<file path="src/rtl/ramp_dac_pkg.sv">
// Package: shared constants and types for the ramp-compare DAC sequencer.
// Assumes: nothing beyond IEEE 1800-2017.
package ramp_dac_pkg;
    localparam int DEF_NUM_CH = 3;
    localparam int DEF_CODE_W = 12;

    typedef enum logic [0:0] {
        SEQ_IDLE = 1'b0,
        SEQ_RUN  = 1'b1
    } seq_state_t;
endpackage

</file>
<file path="src/rtl/ramp_dac_ctrl.sv">
// Module: conversion sequencer.
// Accepts a start request only while idle, issues the capture/load strobe and
// the one-clock ramp restart, and raises done once the counter pipeline
// reports that the final count has been compared.
// Assumes: last_i is a single-cycle pulse produced once per conversion.
module ramp_dac_ctrl
    import ramp_dac_pkg::*;
(
    input  logic clk,
    input  logic rst_n,
    input  logic start_i,
    input  logic last_i,
    output logic load_o,
    output logic ramp_rst_o,
    output logic done_o
);
    seq_state_t state_q;

    // Purpose: a start is accepted only when idle.
    always_comb load_o = start_i && (state_q == SEQ_IDLE);

    // Purpose: idle/run state; run lasts until the final compare is made.
    always_ff @(posedge clk) begin
        if (!rst_n)
            state_q <= SEQ_IDLE;
        else if (load_o)
            state_q <= SEQ_RUN;
        else if (last_i)
            state_q <= SEQ_IDLE;
    end

    // Purpose: ramp restart pulse, one clock after acceptance.
    always_ff @(posedge clk) begin
        if (!rst_n)
            ramp_rst_o <= 1'b0;
        else
            ramp_rst_o <= load_o;
    end

    // Purpose: done level, set at the final compare, cleared by a new start.
    always_ff @(posedge clk) begin
        if (!rst_n)
            done_o <= 1'b0;
        else if (load_o)
            done_o <= 1'b0;
        else if (last_i)
            done_o <= 1'b1;
    end

    // the ramp restart never lasts more than one clock.
    a_r2_ramp_single: assert property (@(posedge clk) disable iff (!rst_n)
        ramp_rst_o |=> !ramp_rst_o);

    // a fresh conversion always starts with done cleared.
    a_r7_done_clear_on_restart: assert property (@(posedge clk) disable iff (!rst_n)
        ramp_rst_o |-> !done_o);

    // done only rises after the pipeline flagged the final compare.
    a_r7_done_after_last: assert property (@(posedge clk) disable iff (!rst_n)
        $rose(done_o) |-> $past(last_i));
endmodule

</file>
<file path="src/rtl/ramp_dac_counter.sv">
// Module: shared ramp counter with a Gray-code pipeline stage.
// A binary counter walks 0..2^CODE_W-1 once per conversion; the next stage
// registers its Gray image with a valid and a last-count marker.
// Assumes: load_i is only asserted while the counter is not running.
module ramp_dac_counter #(
    parameter int CODE_W = 12
) (
    input  logic              clk,
    input  logic              rst_n,
    input  logic              load_i,
    output logic [CODE_W-1:0] gray_o,
    output logic              gvalid_o,
    output logic              glast_o
);
    localparam logic [CODE_W-1:0] CNT_MAX = '1;

    logic [CODE_W-1:0] cnt_q;
    logic              run_q;
    logic              at_max;

    always_comb at_max = (cnt_q == CNT_MAX);

    // Purpose: binary ramp counter, restarted by load, stops after the top value.
    always_ff @(posedge clk) begin
        if (!rst_n) begin
            cnt_q <= '0;
            run_q <= 1'b0;
        end else if (load_i) begin
            cnt_q <= '0;
            run_q <= 1'b1;
        end else if (run_q) begin
            cnt_q <= cnt_q + 1'b1;
            if (at_max)
                run_q <= 1'b0;
        end
    end

    // Purpose: pipeline stage holding the Gray form of the current count.
    always_ff @(posedge clk) begin
        if (!rst_n) begin
            gray_o   <= '0;
            gvalid_o <= 1'b0;
            glast_o  <= 1'b0;
        end else begin
            gray_o   <= cnt_q ^ (cnt_q >> 1);
            gvalid_o <= run_q;
            glast_o  <= run_q && at_max;
        end
    end

    // consecutive valid Gray counts differ in exactly one bit.
    a_r3_gray_single_step: assert property (@(posedge clk) disable iff (!rst_n)
        (gvalid_o && $past(gvalid_o)) |-> ($countones(gray_o ^ $past(gray_o)) == 1));
endmodule

</file>
<file path="src/rtl/ramp_dac_chan.sv">
// Module: one output channel.
// Captures its code (converted to Gray) on load and emits a one-clock
// sample strobe when the pipelined Gray count equals the captured code.
// Assumes: the count is valid for exactly one pass of all values per load.
module ramp_dac_chan #(
    parameter int CODE_W = 12
) (
    input  logic              clk,
    input  logic              rst_n,
    input  logic              load_i,
    input  logic [CODE_W-1:0] code_i,
    input  logic [CODE_W-1:0] gray_i,
    input  logic              gvalid_i,
    output logic              sample_o
);
    logic [CODE_W-1:0] code_g_q;

    // Purpose: hold the Gray image of the code captured at start.
    always_ff @(posedge clk) begin
        if (!rst_n)
            code_g_q <= '0;
        else if (load_i)
            code_g_q <= code_i ^ (code_i >> 1);
    end

    // Purpose: registered comparator driving the track-and-hold strobe.
    always_ff @(posedge clk) begin
        if (!rst_n)
            sample_o <= 1'b0;
        else
            sample_o <= gvalid_i && (gray_i == code_g_q);
    end

    // a strobe is one clock wide.
    a_r3_strobe_width: assert property (@(posedge clk) disable iff (!rst_n)
        sample_o |=> !sample_o);
endmodule

</file>
<file path="src/rtl/ramp_dac_seq.sv">
// Module: top of the three-channel ramp-compare DAC sequencer.
// One shared Gray counter serves all channels; each channel has only a code
// register and a comparator.
// Assumes: the analog ramp restarts on ramp_rst_o and then rises one step per clock.
module ramp_dac_seq
    import ramp_dac_pkg::*;
#(
    parameter int NUM_CH = DEF_NUM_CH,
    parameter int CODE_W = DEF_CODE_W
) (
    input  logic                     clk,
    input  logic                     rst_n,
    input  logic                     start_i,
    input  logic [NUM_CH*CODE_W-1:0] code_i,
    output logic                     ramp_rst_o,
    output logic [NUM_CH-1:0]        sample_o,
    output logic                     done_o
);
    logic              load;
    logic [CODE_W-1:0] gray;
    logic              gvalid;
    logic              glast;

    ramp_dac_ctrl u_ctrl (
        .clk        (clk),
        .rst_n      (rst_n),
        .start_i    (start_i),
        .last_i     (glast),
        .load_o     (load),
        .ramp_rst_o (ramp_rst_o),
        .done_o     (done_o)
    );

    ramp_dac_counter #(.CODE_W(CODE_W)) u_cnt (
        .clk      (clk),
        .rst_n    (rst_n),
        .load_i   (load),
        .gray_o   (gray),
        .gvalid_o (gvalid),
        .glast_o  (glast)
    );

    for (genvar ch = 0; ch < NUM_CH; ch++) begin : g_chan
        ramp_dac_chan #(.CODE_W(CODE_W)) u_chan (
            .clk      (clk),
            .rst_n    (rst_n),
            .load_i   (load),
            .code_i   (code_i[ch*CODE_W +: CODE_W]),
            .gray_i   (gray),
            .gvalid_i (gvalid),
            .sample_o (sample_o[ch])
        );
    end
endmodule

</file>
<file path="config.mk">
export PLATFORM = sky130hd
export DESIGN_NAME = ramp_dac_seq
export DESIGN_NICKNAME = d
export VERILOG_FILES = /design/src/rtl/ramp_dac_pkg.sv /design/src/rtl/ramp_dac_ctrl.sv /design/src/rtl/ramp_dac_counter.sv /design/src/rtl/ramp_dac_chan.sv /design/src/rtl/ramp_dac_seq.sv
export SDC_FILE = /design/constraint.sdc
export NUM_CORES = 1
export LEC_CHECK = 0
export CELL_PAD_IN_SITES_DETAIL_PLACEMENT = 1
export CELL_PAD_IN_SITES_GLOBAL_PLACEMENT = 2
export CORE_MARGIN = 10
export CORE_UTILIZATION = 44
export CTS_CLUSTER_DIAMETER = 60
export CTS_CLUSTER_SIZE = 25
export DETAILED_ROUTE_END_ITERATION = 6
export DONT_BUFFER_PORTS = 1
export PLACE_DENSITY = 0.88
export SLEW_MARGIN = 20
export SYNTH_ARGS = -nofsm -noshare
export SYNTH_HDL_FRONTEND = slang
export SYNTH_SLANG_ARGS = --single-unit
export TNS_END_PERCENT = 10
</file>
<file path="constraint.sdc">
create_clock -name clk -period 4.2 [get_ports clk]
set_input_delay 0.84 -clock clk [delete_from_list [all_inputs] [get_ports clk]]
set_output_delay 0.84 -clock clk [all_outputs]
set_load 0.1 [all_outputs]
</file>
==> results of run 1 <==
state kept, by name, indices dropped and copies added, names as in the netlist:
register	flops
g_chan.u_chan.code_g_q	36
g_chan.u_chan.sample_o	3
u_cnt.cnt_q	12
u_cnt.glast_o	1
u_cnt.gray_o	12
u_cnt.gvalid_o	1
u_cnt.run_q	1
u_ctrl.done_o	1
u_ctrl.ramp_rst_o	1
u_ctrl.state_q	1
how the worst max path moves through the flow:
stage                                from                                         to  slack (ps)  cells past startpoint
2_1_floorplan  u_ctrl.done_o$_SDFFE_PP0P_                                     done_o        2440                      0
3_3_place_gp                      start_i  g_chan[1].u_chan.code_g_q[8]$_SDFFE_PN0P_        2390                      3
3_5_place_dp                      start_i  g_chan[1].u_chan.code_g_q[5]$_SDFFE_PN0P_        2330                      3
4_1_cts        u_ctrl.done_o$_SDFFE_PP0P_                                     done_o        2030                      0
5_1_grt        u_ctrl.done_o$_SDFFE_PP0P_                                     done_o        2000                      0
6_report       u_ctrl.done_o$_SDFFE_PP0P_                                     done_o        2050                      0
cell type report:
| cell class | count | area [µm²] |
|---|---|---|
| inverter | 4 | 15.01 |
| clock inverter | 1 | 5.005 |
| tap | 80 | 100.1 |
| multi-input combinational | 194 | 1543 |
| fill | 764 | 3546 |
| sequential | 69 | 1381 |
| clock buffer | 15 | 166.4 |
stage by stage:
stage / hold WS, ps / instances / util
5_1_grt: 509.3 / 363 / 0.4752
3_5_place_dp: 455.0 / 347 / 0.4498
3_3_place_gp: 445.6 / 347 / 0.4498
4_1_cts: 472.7 / 363 / 0.4752
6_report: 465.6 / 363 / 0.4752
2_1_floorplan: 426.1 / 281 / -
cells in the final DEF (no fill, tap or decap), drive strengths merged, types with 5 or more instances in the layout:
cell type	instances
nand2	7
and2	13
xor2	38
nor2	10
or3	5
xnor2	37
o21ai	5
ha	11
nand4	8
dfxtp	69
a22o	36
nand3	9
clkbuf	15
a21oi	6
kinds of logic (layout without fill, tap and decap cells):
logic type | after synthesis | count (layout) | synth area share
xor gates and xnor gates | 75 | 75 | 0.2158
DFF | 69 | 69 | 0.4538
and+or+nand+nor | 59 | 59 | 0.1188
AOI/OAI and AO/OA | 48 | 48 | 0.1237
buffers and inverters | 18 | 20 | 0.03946
adders and majority gates | 11 | 11 | 0.04521
muxes | 1 | 1 | 0.003288
metal layers:
| metal | wire length (µm) | track usage | vias up | share of wire |
|---|---|---|---|---|
| met5 | 0 | 0 | - | 0 |
| met4 | 116 | 0.07059 | 0 | 0.017 |
| met3 | 404 | 0.03654 | 10 | 0.060 |
| met2 | 3150 | 0.2087 | 39 | 0.47 |
| met1 | 3008 | 0.1616 | 935 | 0.45 |
| li1 | - | - | 966 | - |
power groups by stage:
stage	Clock [mW]	Combinational [mW]	Sequential, mW
floorplan	0	0.114	0.724
global placement	0	0.107	0.740
detailed placement	0	0.112	0.740
CTS	0.496	0.113	0.726
global route	0.523	0.126	0.730
finish	0.483	0.111	0.726
==> run summary, run 1 <==
Async SR Flop Fraction -> 0
Initial antenna violation count -> 0
Setup Viol. Count Final -> 0
Worst-margin pin slew -> 977.4 ps
Crit path arrival time -> 1310 ps
LEAKAGE -> 1.255 nW
Yosys reg bits -> 69
Fin. max-slew vios -> 0
Antenna cells -> 0
Via/cell ratio -> 5.372
Routed via count -> 1950
Internal power -> 0.9960 mW
Logic pwr share -> 0.084
Placement Setup Slack -> 2327 ps
Top post-synthesis cells by count -> dfxtp_1 (69), xor2_1 (38), xnor2_1 (37)
Status -> complete, no violations
Largest net degree at the start of global routing -> 38
Syn_nets -> 331
Routability Congestion -> 0.7272
Reg2Reg Depth -> 4
Area growth, synth to finish -> 5.467%
Clock power frac -> 0.366
Routed Antenna Nets -> 0
Post-DP Area -> 3039 µm²
Total Power -> 1.320 mW
Setup bufs post-CTS -> 0
R2R Setup Slk -> 2700 ps
CTS tree -> yes
Clk_lat worst skew -> 340 ps
Clock transition at path regs -> 70 ps
Sequential power share -> 0.550
Number of global-route vias before repair -> 2096
Area leader, netlist -> dfxtp_1
# resized after CTS -> 0
Hpwl dp -> 4850 µm
Total Nets Final -> 328
Synth top area share -> 0.4538
Hold Path Origin -> u_cnt.glast_o$_SDFF_PN0_
Clk root buf -> clkbuf_8
Final Hold Fails -> 0
GRT Util Overall -> 0.1327
Reg-to-Reg End -> u_cnt.cnt_q[10]$_SDFFE_PP0P_
Netlist Area Pre-Place -> 3044 µm²
Num CTS Buffers -> 9
Drt wl/cell -> 18.40 µm
Mapped Cells -> 281
Num Clock Sinks -> 69
Hold-fix buffers, CTS -> 0
Post-route cell area -> 3211 µm²
Netlist cell types -> 28
Full die area -> 10650 µm²
PortBufs -> 0
Worst setup EP type -> output port
Std-Cell Rows -> 30
Period utilisation layout -> 0.5117
Total congestion overflow -> 0
Max_cap viols -> 0
First drt pass iteration count -> 4
Max Root-Sink Buffers -> 2
Peak VDD IR -> 0.1370 mV
Req. time, crit path -> 3360 ps
Layout Skew -> 6.287 ps
Main synth FF type -> dfxtp_1
Net Sw Frac -> 0.2454
Count leader, synth -> dfxtp_1
Setup TNS -> 0 ps
WHS Path Cells -> 2
Min setup slack post-route -> 2051 ps
Io pins -> 44
Final wirelength -> 6680 µm
# DRC -> 0
H-Tree Depth -> 3
Die Wd -> 103.2 µm
Top cells by area, synth -> dfxtp_1 (45%), xor2_1 (11%), xnor2_1 (11%)
Fraction of layout cells with a size suffix above 1 -> 0.06360
Initial Util -> 0.4506
Die H -> 103.2 µm
Yosys Warn Count -> 0
Final min period -> 2149 ps
Hold Crit Class -> reg2reg
CP Class -> reg2out
Initial DRC Count -> 57
Fmax -> 465.3 MHz
Syn avg cell area -> 10.83 µm²
EDFF count, synth -> 0
Seq/Total Area, Yosys -> 0.4538
CORE AREA -> 6756 µm²
Sw Pwr -> 0.3239 mW
Pwr dens -> 411.1 nW/µm²
Hold EP -> u_ctrl.done_o$_SDFFE_PP0P_
RSZ-0062 raised after global routing -> false
Relative slew slack -> 0.3475
First-pass GRT wire length -> 10670 µm
Critical Path Start Type -> flip-flop
Crit-path max FO -> 2
RR Startpoint -> u_cnt.cnt_q[0]$_SDFFE_PP0P_
No activity file was read; power rests on OpenSTA's default activity.
==> run 2: changes to the inputs <==
Settings changed: CORE_UTILIZATION 44 to 36, PLACE_DENSITY 0.88 to 0.77.
Clock period 4.2 ns to 1.78 ns, I/O delays scaled along.
==> run 2 against run 1 <==
Net effect:
- wire length is 0.69% higher
- first-iteration DRC count is 81% higher
- largest power group unchanged
- sequential share of layout area is 0.84 points lower
- die area is 18% higher
==> run summary, run 2 (synthesis results as in run 1) <==
Initial DRC Count -> 103 (+81%)
Final Hold Fails -> 0 (unchanged)
Commonest cells after routing, fill and taps aside -> dfxtp_1 (69), xor2_1 (38), xnor2_1 (37)
R2R Setup Slk -> 290 ps (-2410 ps)
Setup TNS -> 0 ps (unchanged)
First-pass GRT wire length -> 11340 µm (+6.3%)
Full die area -> 12530 µm² (+18%)
Num Clock Sinks -> 69 (unchanged)
Post-DP Area -> 3115 µm² (+2.5%)
Routed via count -> 1964 (+0.72%)
Post-layout util -> 0.3985 (-0.07668)
Fin. max-slew vios -> 0 (unchanged)
Worst-margin pin slew -> 475.2 ps (-502.2 ps)
Number of global-route vias before repair -> 2149 (+2.5%)
Total congestion overflow -> 0 (unchanged)
Total Power -> 3.055 mW (+130%)
Critical path's slowest cell -> dfxtp_1
Die H -> 112.0 µm (+8.5%)
Clk_lat worst skew -> 330 ps (about the same)
Most common cell after layout, fill and taps aside -> dfxtp_1
Max Root-Sink Buffers -> 2 (unchanged)
Largest net degree at the start of global routing -> 38 (unchanged)
Hold-fix buffers, CTS -> 0 (unchanged)
Hold Slack -> 145.3 ps (-320.3 ps)
# DRC -> 0 (unchanged)
H-Tree Depth -> 3 (unchanged)
Io pins -> 44 (unchanged)
Critical Path Start Type -> flip-flop
Status -> complete, no violations
Clk root buf -> clkbuf_8
Std-Cell Rows -> 33 (+10%)
CP Class -> reg2reg
CP cell instances -> ha_1, nand4_4, or3_1, a21oi_1
Initial Util -> 0.3705 (-0.08007)
Non-filler instance count after layout -> 393 (+8.3%)
Area growth, synth to finish -> 7.563%
Setup Viol. Count Final -> 0 (unchanged)
Drt wl/cell -> 17.11 µm (-7.0%)
First drt pass iteration count -> 3 (-1)
Routability Congestion -> 0.7653 (+5.2%)
CTS tree -> yes
Hpwl dp -> 5092 µm (+5.0%)
Critical path's largest stage delay -> 440 ps
Reg-to-Reg End -> u_cnt.cnt_q[10]$_SDFFE_PP0P_
CP Launch Point -> u_cnt.cnt_q[0]$_SDFFE_PP0P_
Placed Cells incl. Taps -> 378 (+8.9%)
GRT Util Overall -> 0.1118 (-0.02091)
Pwr dens -> 932.9 nW/µm² (+130%)
Num CTS Buffers -> 9 (unchanged)
Crit-path max FO -> 5 (+3)
LEAKAGE -> 1.283 nW (+2.2%)
Final wirelength -> 6726 µm (+0.69%)
RSZ-0062 raised after global routing -> false
Setup crit end -> u_cnt.cnt_q[10]$_SDFFE_PP0P_
Crit path arrival time -> 1750 ps (+440 ps)
Max_cap viols -> 0 (unchanged)
Layout Skew -> 6.019 ps (-0.2684 ps)
Number of flip-flops in the largest register -> 36 (unchanged)
Req. time, crit path -> 2040 ps (-1320 ps)
Die Wd -> 112.0 µm (+8.5%)
Setup bufs post-CTS -> 0 (unchanged)
Fmax -> 671.6 MHz
Routed Antenna Nets -> 0 (unchanged)
Hold Crit Class -> in2reg
Peak VDD IR -> 0.2936 mV (+110%)
Top reg by flops -> g_chan.u_chan.code_g_q
Reg2Reg Depth -> 4 (unchanged)
Clock transition at path regs -> 70 ps (about the same)
Post-route cell area -> 3274 µm² (+2.0%)
PortBufs -> 0 (unchanged)
Placement Setup Slack -> 294.5 ps (-2032 ps)
Antenna cells -> 0 (unchanged)
# resized after CTS -> 0 (unchanged)
Relative slew slack -> 0.6824 (+0.3349)
Worst setup EP type -> flip-flop
Period utilisation layout -> 0.8365
Min setup slack post-route -> 291.0 ps (-1760 ps)
Fraction of layout cells with a size suffix above 1 -> 0.08333 (+0.01973)
Initial antenna violation count -> 0 (unchanged)
RR Startpoint -> u_cnt.cnt_q[0]$_SDFFE_PP0P_
CORE AREA -> 8217 µm² (+22%)
Via/cell ratio -> 4.997 (-7.0%)
Final min period -> 1489 ps
Largest registers -> g_chan.u_chan.code_g_q x36, u_cnt.cnt_q x12, u_cnt.gray_o x12
Total Nets Final -> 334 (+1.8%)
-- run 2: worst min path at each step --
stage,startpoint,endpoint,cells after the start
2_1_floorplan,u_cnt.glast_o$_SDFF_PN0_,u_ctrl.done_o$_SDFFE_PP0P_,2
3_3_place_gp,u_cnt.glast_o$_SDFF_PN0_,u_ctrl.done_o$_SDFFE_PP0P_,2
3_5_place_dp,u_cnt.glast_o$_SDFF_PN0_,u_ctrl.done_o$_SDFFE_PP0P_,2
4_1_cts,rst_n,u_cnt.gray_o[1]$_SDFF_PN0_,1
5_1_grt,code_i[23],g_chan[1].u_chan.code_g_q[11]$_SDFFE_PN0P_,1
6_report,rst_n,u_cnt.gray_o[1]$_SDFF_PN0_,1
-- run 2: layer usage --
metal	vias to the layer above	global-route usage	part of all wire
li1	975	-	-
met3	5	0.04402	0.061
met2	30	0.1861	0.49
met1	954	0.1300	0.44
met4	0	0.03130	0.0097
met5	-	0	0
-- run 2: critical path: cells and delay by family, from the launching register on --
kind	cells	cell delay, ps
AND/OR/NAND/NOR	2	530
flip-flops	1	440
adder cells (fa/ha/maj)	1	310
AO/OA/AOI/OAI	1	140
-- run 2: layout make-up --
class	instances	area, µm²
clock buffer	13	148.9
inverter	4	15.01
tap	105	131.4
fill	902	4942
clock inverter	2	10.01
timing repair buffer	6	45.04
multi-input combinational	194	1543
sequential	69	1381
-- run 2: power breakdown --
group / switching [mW] / internal (mW)
clock network: 0.541 / 0.533
registers: 0.0687 / 1.62
logic: 0.139 / 0.151
total: 0.749 / 2.31
==> run 3: changes to the inputs <==
Clock period 1.78 ns to 1.22 ns, I/O delays scaled along.
==> run 3 against run 2 <==
Net effect:
- the flow now finishes with violations (negative setup slack)
- cell count up 5.6%
- core utilization up 5.3 points
- global-route usage up 0.71 points
- sequential share of layout area down 4.1 points
==> run summary, run 3 (synthesis results as in run 1) <==
Reg2Reg Depth -> 4 (unchanged)
Status -> complete, but fails checks
Fmax -> 761.7 MHz (+13%)
Non-filler instance count after layout -> 415 (+5.6%)
Number of global-route vias before repair -> 2258 (+5.1%)
Final Hold Fails -> 0 (unchanged)
Setup Viol. Count Final -> 3 (+3)
Worst setup EP type -> flip-flop
Commonest cells after routing, fill and taps aside -> dfxtp_1 (56), xor2_1 (38), xnor2_1 (37)
Internal power -> 3.665 mW (+59%)
Num CTS Buffers -> 9 (unchanged)
CORE AREA -> 8217 µm² (unchanged)
Critical Path Start Type -> flip-flop
H-Tree Depth -> 3 (unchanged)
Drt wl/cell -> 17.96 µm (+4.9%)
Critical path's slowest cell -> or3_4
Post-DP Area -> 3331 µm² (+6.9%)
Final min period -> 1313 ps (-176.0 ps)
Max Root-Sink Buffers -> 2 (unchanged)
Relative slew slack -> 0.7317 (+0.04930)
Setup TNS -> -116.8 ps (-116.8 ps)
Min setup slack post-route -> -92.94 ps (-384.0 ps)
Num Clock Sinks -> 69 (unchanged)
Die Wd -> 112.0 µm (unchanged)
Clock power frac -> 0.386 (+0.034)
Logic pwr share -> 0.101 (+0.006)
RR Startpoint -> u_cnt.cnt_q[4]$_SDFFE_PP0P_
Met2 Routed Length -> 3664 µm (+11%)
CP Launch Point -> u_cnt.cnt_q[4]$_SDFFE_PP0P_
Final wirelength -> 7454 µm (+11%)
Routed Antenna Nets -> 0 (unchanged)
Post-layout util -> 0.4517 (+0.05314)
Crit path arrival time -> 1580 ps (-170 ps)
Critical path's largest stage delay -> 420 ps (-20 ps)
Fraction of layout cells with a size suffix above 1 -> 0.2452 (+0.1618)
Max_cap viols -> 0 (unchanged)
Largest net degree at the start of global routing -> 38 (unchanged)
Hold EP -> u_cnt.gray_o[1]$_SDFF_PN0_
Period utilisation layout -> 1.076 (+0.2397)
Top layer reached by signal wires -> met4
Clock transition at path regs -> 70 ps (about the same)
Std-Cell Rows -> 33 (unchanged)
Area growth, synth to finish -> 21.91%
Post-route cell area -> 3711 µm² (+13%)
Layout Skew -> 7.336 ps (+1.317 ps)
Req. time, crit path -> 1490 ps (-550 ps)
Routability Congestion -> 0.7789 (+1.8%)
Initial antenna violation count -> 0 (unchanged)
Hold Slack -> 31.82 ps (-113.4 ps)
CTS tree -> yes
Initial DRC Count -> 70 (-32%)
Pwr dens -> 1291 nW/µm² (+38%)
Worst-margin pin slew -> 402.4 ps (-72.80 ps)
R2R Setup Slk -> -90 ps (-380 ps)
Hold Crit Class -> in2reg
Number of flip-flops in the largest register -> 36 (unchanged)
Sequential power share -> 0.513 (-0.040)
Crit-path max FO -> 7 (+2)
GRT Util Overall -> 0.1189 (+0.007132)
Hold Path Origin -> rst_n
Clk_lat worst skew -> 330 ps (about the same)
Io pins -> 44 (unchanged)
Net Sw Frac -> 0.2351 (-0.01005)
Sw Pwr -> 1.127 mW (+50%)
Total Power -> 4.792 mW (+57%)
Via/cell ratio -> 5.027 (+0.58%)
Full die area -> 12530 µm² (unchanged)
Top reg by flops -> g_chan.u_chan.code_g_q
Placed Cells incl. Taps -> 394 (+4.2%)
Placement Setup Slack -> -116.3 ps (-410.9 ps)
DR WL met3 -> 427 µm (+4.9%)
Antenna cells -> 0 (unchanged)
WHS Path Cells -> 1 (unchanged)
Met1 WL -> 3211 µm (+9.1%)
Clk root buf -> clkbuf_8
Most common cell after layout, fill and taps aside -> dfxtp_1
# DRC -> 0 (unchanged)
Total Nets Final -> 356 (+6.6%)
CP cell instances -> ha_4, nand4_4, or3_4, a21oi_4
Die H -> 112.0 µm (unchanged)
Failing checks -> negative setup slack
Peak VDD IR -> 0.5251 mV (+79%)
Initial Util -> 0.3705 (unchanged)
First-pass GRT wire length -> 12030 µm (+6.0%)
Fin. max-slew vios -> 0 (unchanged)
Total congestion overflow -> 0 (unchanged)
PortBufs -> 0 (unchanged)
Largest registers -> g_chan.u_chan.code_g_q x36, u_cnt.cnt_q x12, u_cnt.gray_o x12
CP Class -> reg2reg
Hpwl dp -> 5274 µm (+3.6%)
Reg-to-Reg End -> u_cnt.cnt_q[11]$_SDFFE_PP0P_
LEAKAGE -> 1.420 nW (+11%)
Routed via count -> 2086 (+6.2%)
First drt pass iteration count -> 4 (+1)
RSZ-0062 raised after global routing -> true
[run 3: cell types whose count changed in the layout (fill, tap and decap cells not counted), sizes merged]
cell / change
clkbuf: +1
bufinv: +1
buf: +22
clkinv: -2
[run 3: layout make-up]
cell class | count | area [µm²]
Clock inverter | 1 | 30.03
Timing Repair Buffer | 28 | 289.0
Tap cell | 105 | 131.4
Multi-Input combinational cell | 194 | 1670
Inverter | 4 | 15.01
Sequential cell | 69 | 1413
Fill cell | 883 | 4506
Clock buffer | 14 | 162.7
[run 3: critical path, delay by kind of cell (launching register included)]
family	cells	cell delay [ps]
AND/OR/NAND/NOR	2	560
AO/OA/AOI/OAI	1	150
adder cells (fa/ha/maj)	1	140
flip-flops	1	390
[run 3: how the worst max path moves through the flow]
| stage | to | cells after the start | slack, ps |
|---|---|---|---|
| after floorplan | u_cnt.cnt_q[9]$_SDFFE_PP0P_ | 4 | -9 |
| after global placement | u_cnt.cnt_q[9]$_SDFFE_PP0P_ | 4 | -50 |
| after detailed placement | u_cnt.cnt_q[11]$_SDFFE_PP0P_ | 4 | -120 |
| after CTS | u_cnt.cnt_q[7]$_SDFFE_PP0P_ | 4 | -10 |
| after global routing | u_cnt.cnt_q[11]$_SDFFE_PP0P_ | 4 | -150 |
| final | u_cnt.cnt_q[11]$_SDFFE_PP0P_ | 4 | -90 |
[run 3: repair_timing]
action,in CTS,in global routing
setup buffers,0,6
setup endpoints to repair,6,41
pin swaps,6,17
hold buffers,0,0
gates resized for setup,24,16
[run 3: power by group through the flow]
stage	registers, mW	clock network, mW	logic (mW)
floorplan	2.49	0	0.395
global placement	2.52	0	0.471
detailed placement	2.52	0	0.478
CTS	2.46	1.89	0.484
global route	2.47	2.01	0.534
finish	2.46	1.85	0.482
[run 3: per-layer routing]
metal,track usage,vias up
met5,0,-
met1,0.1368,1010
met4,0.04061,0
met3,0.04455,13
li1,-,1020
met2,0.1981,43
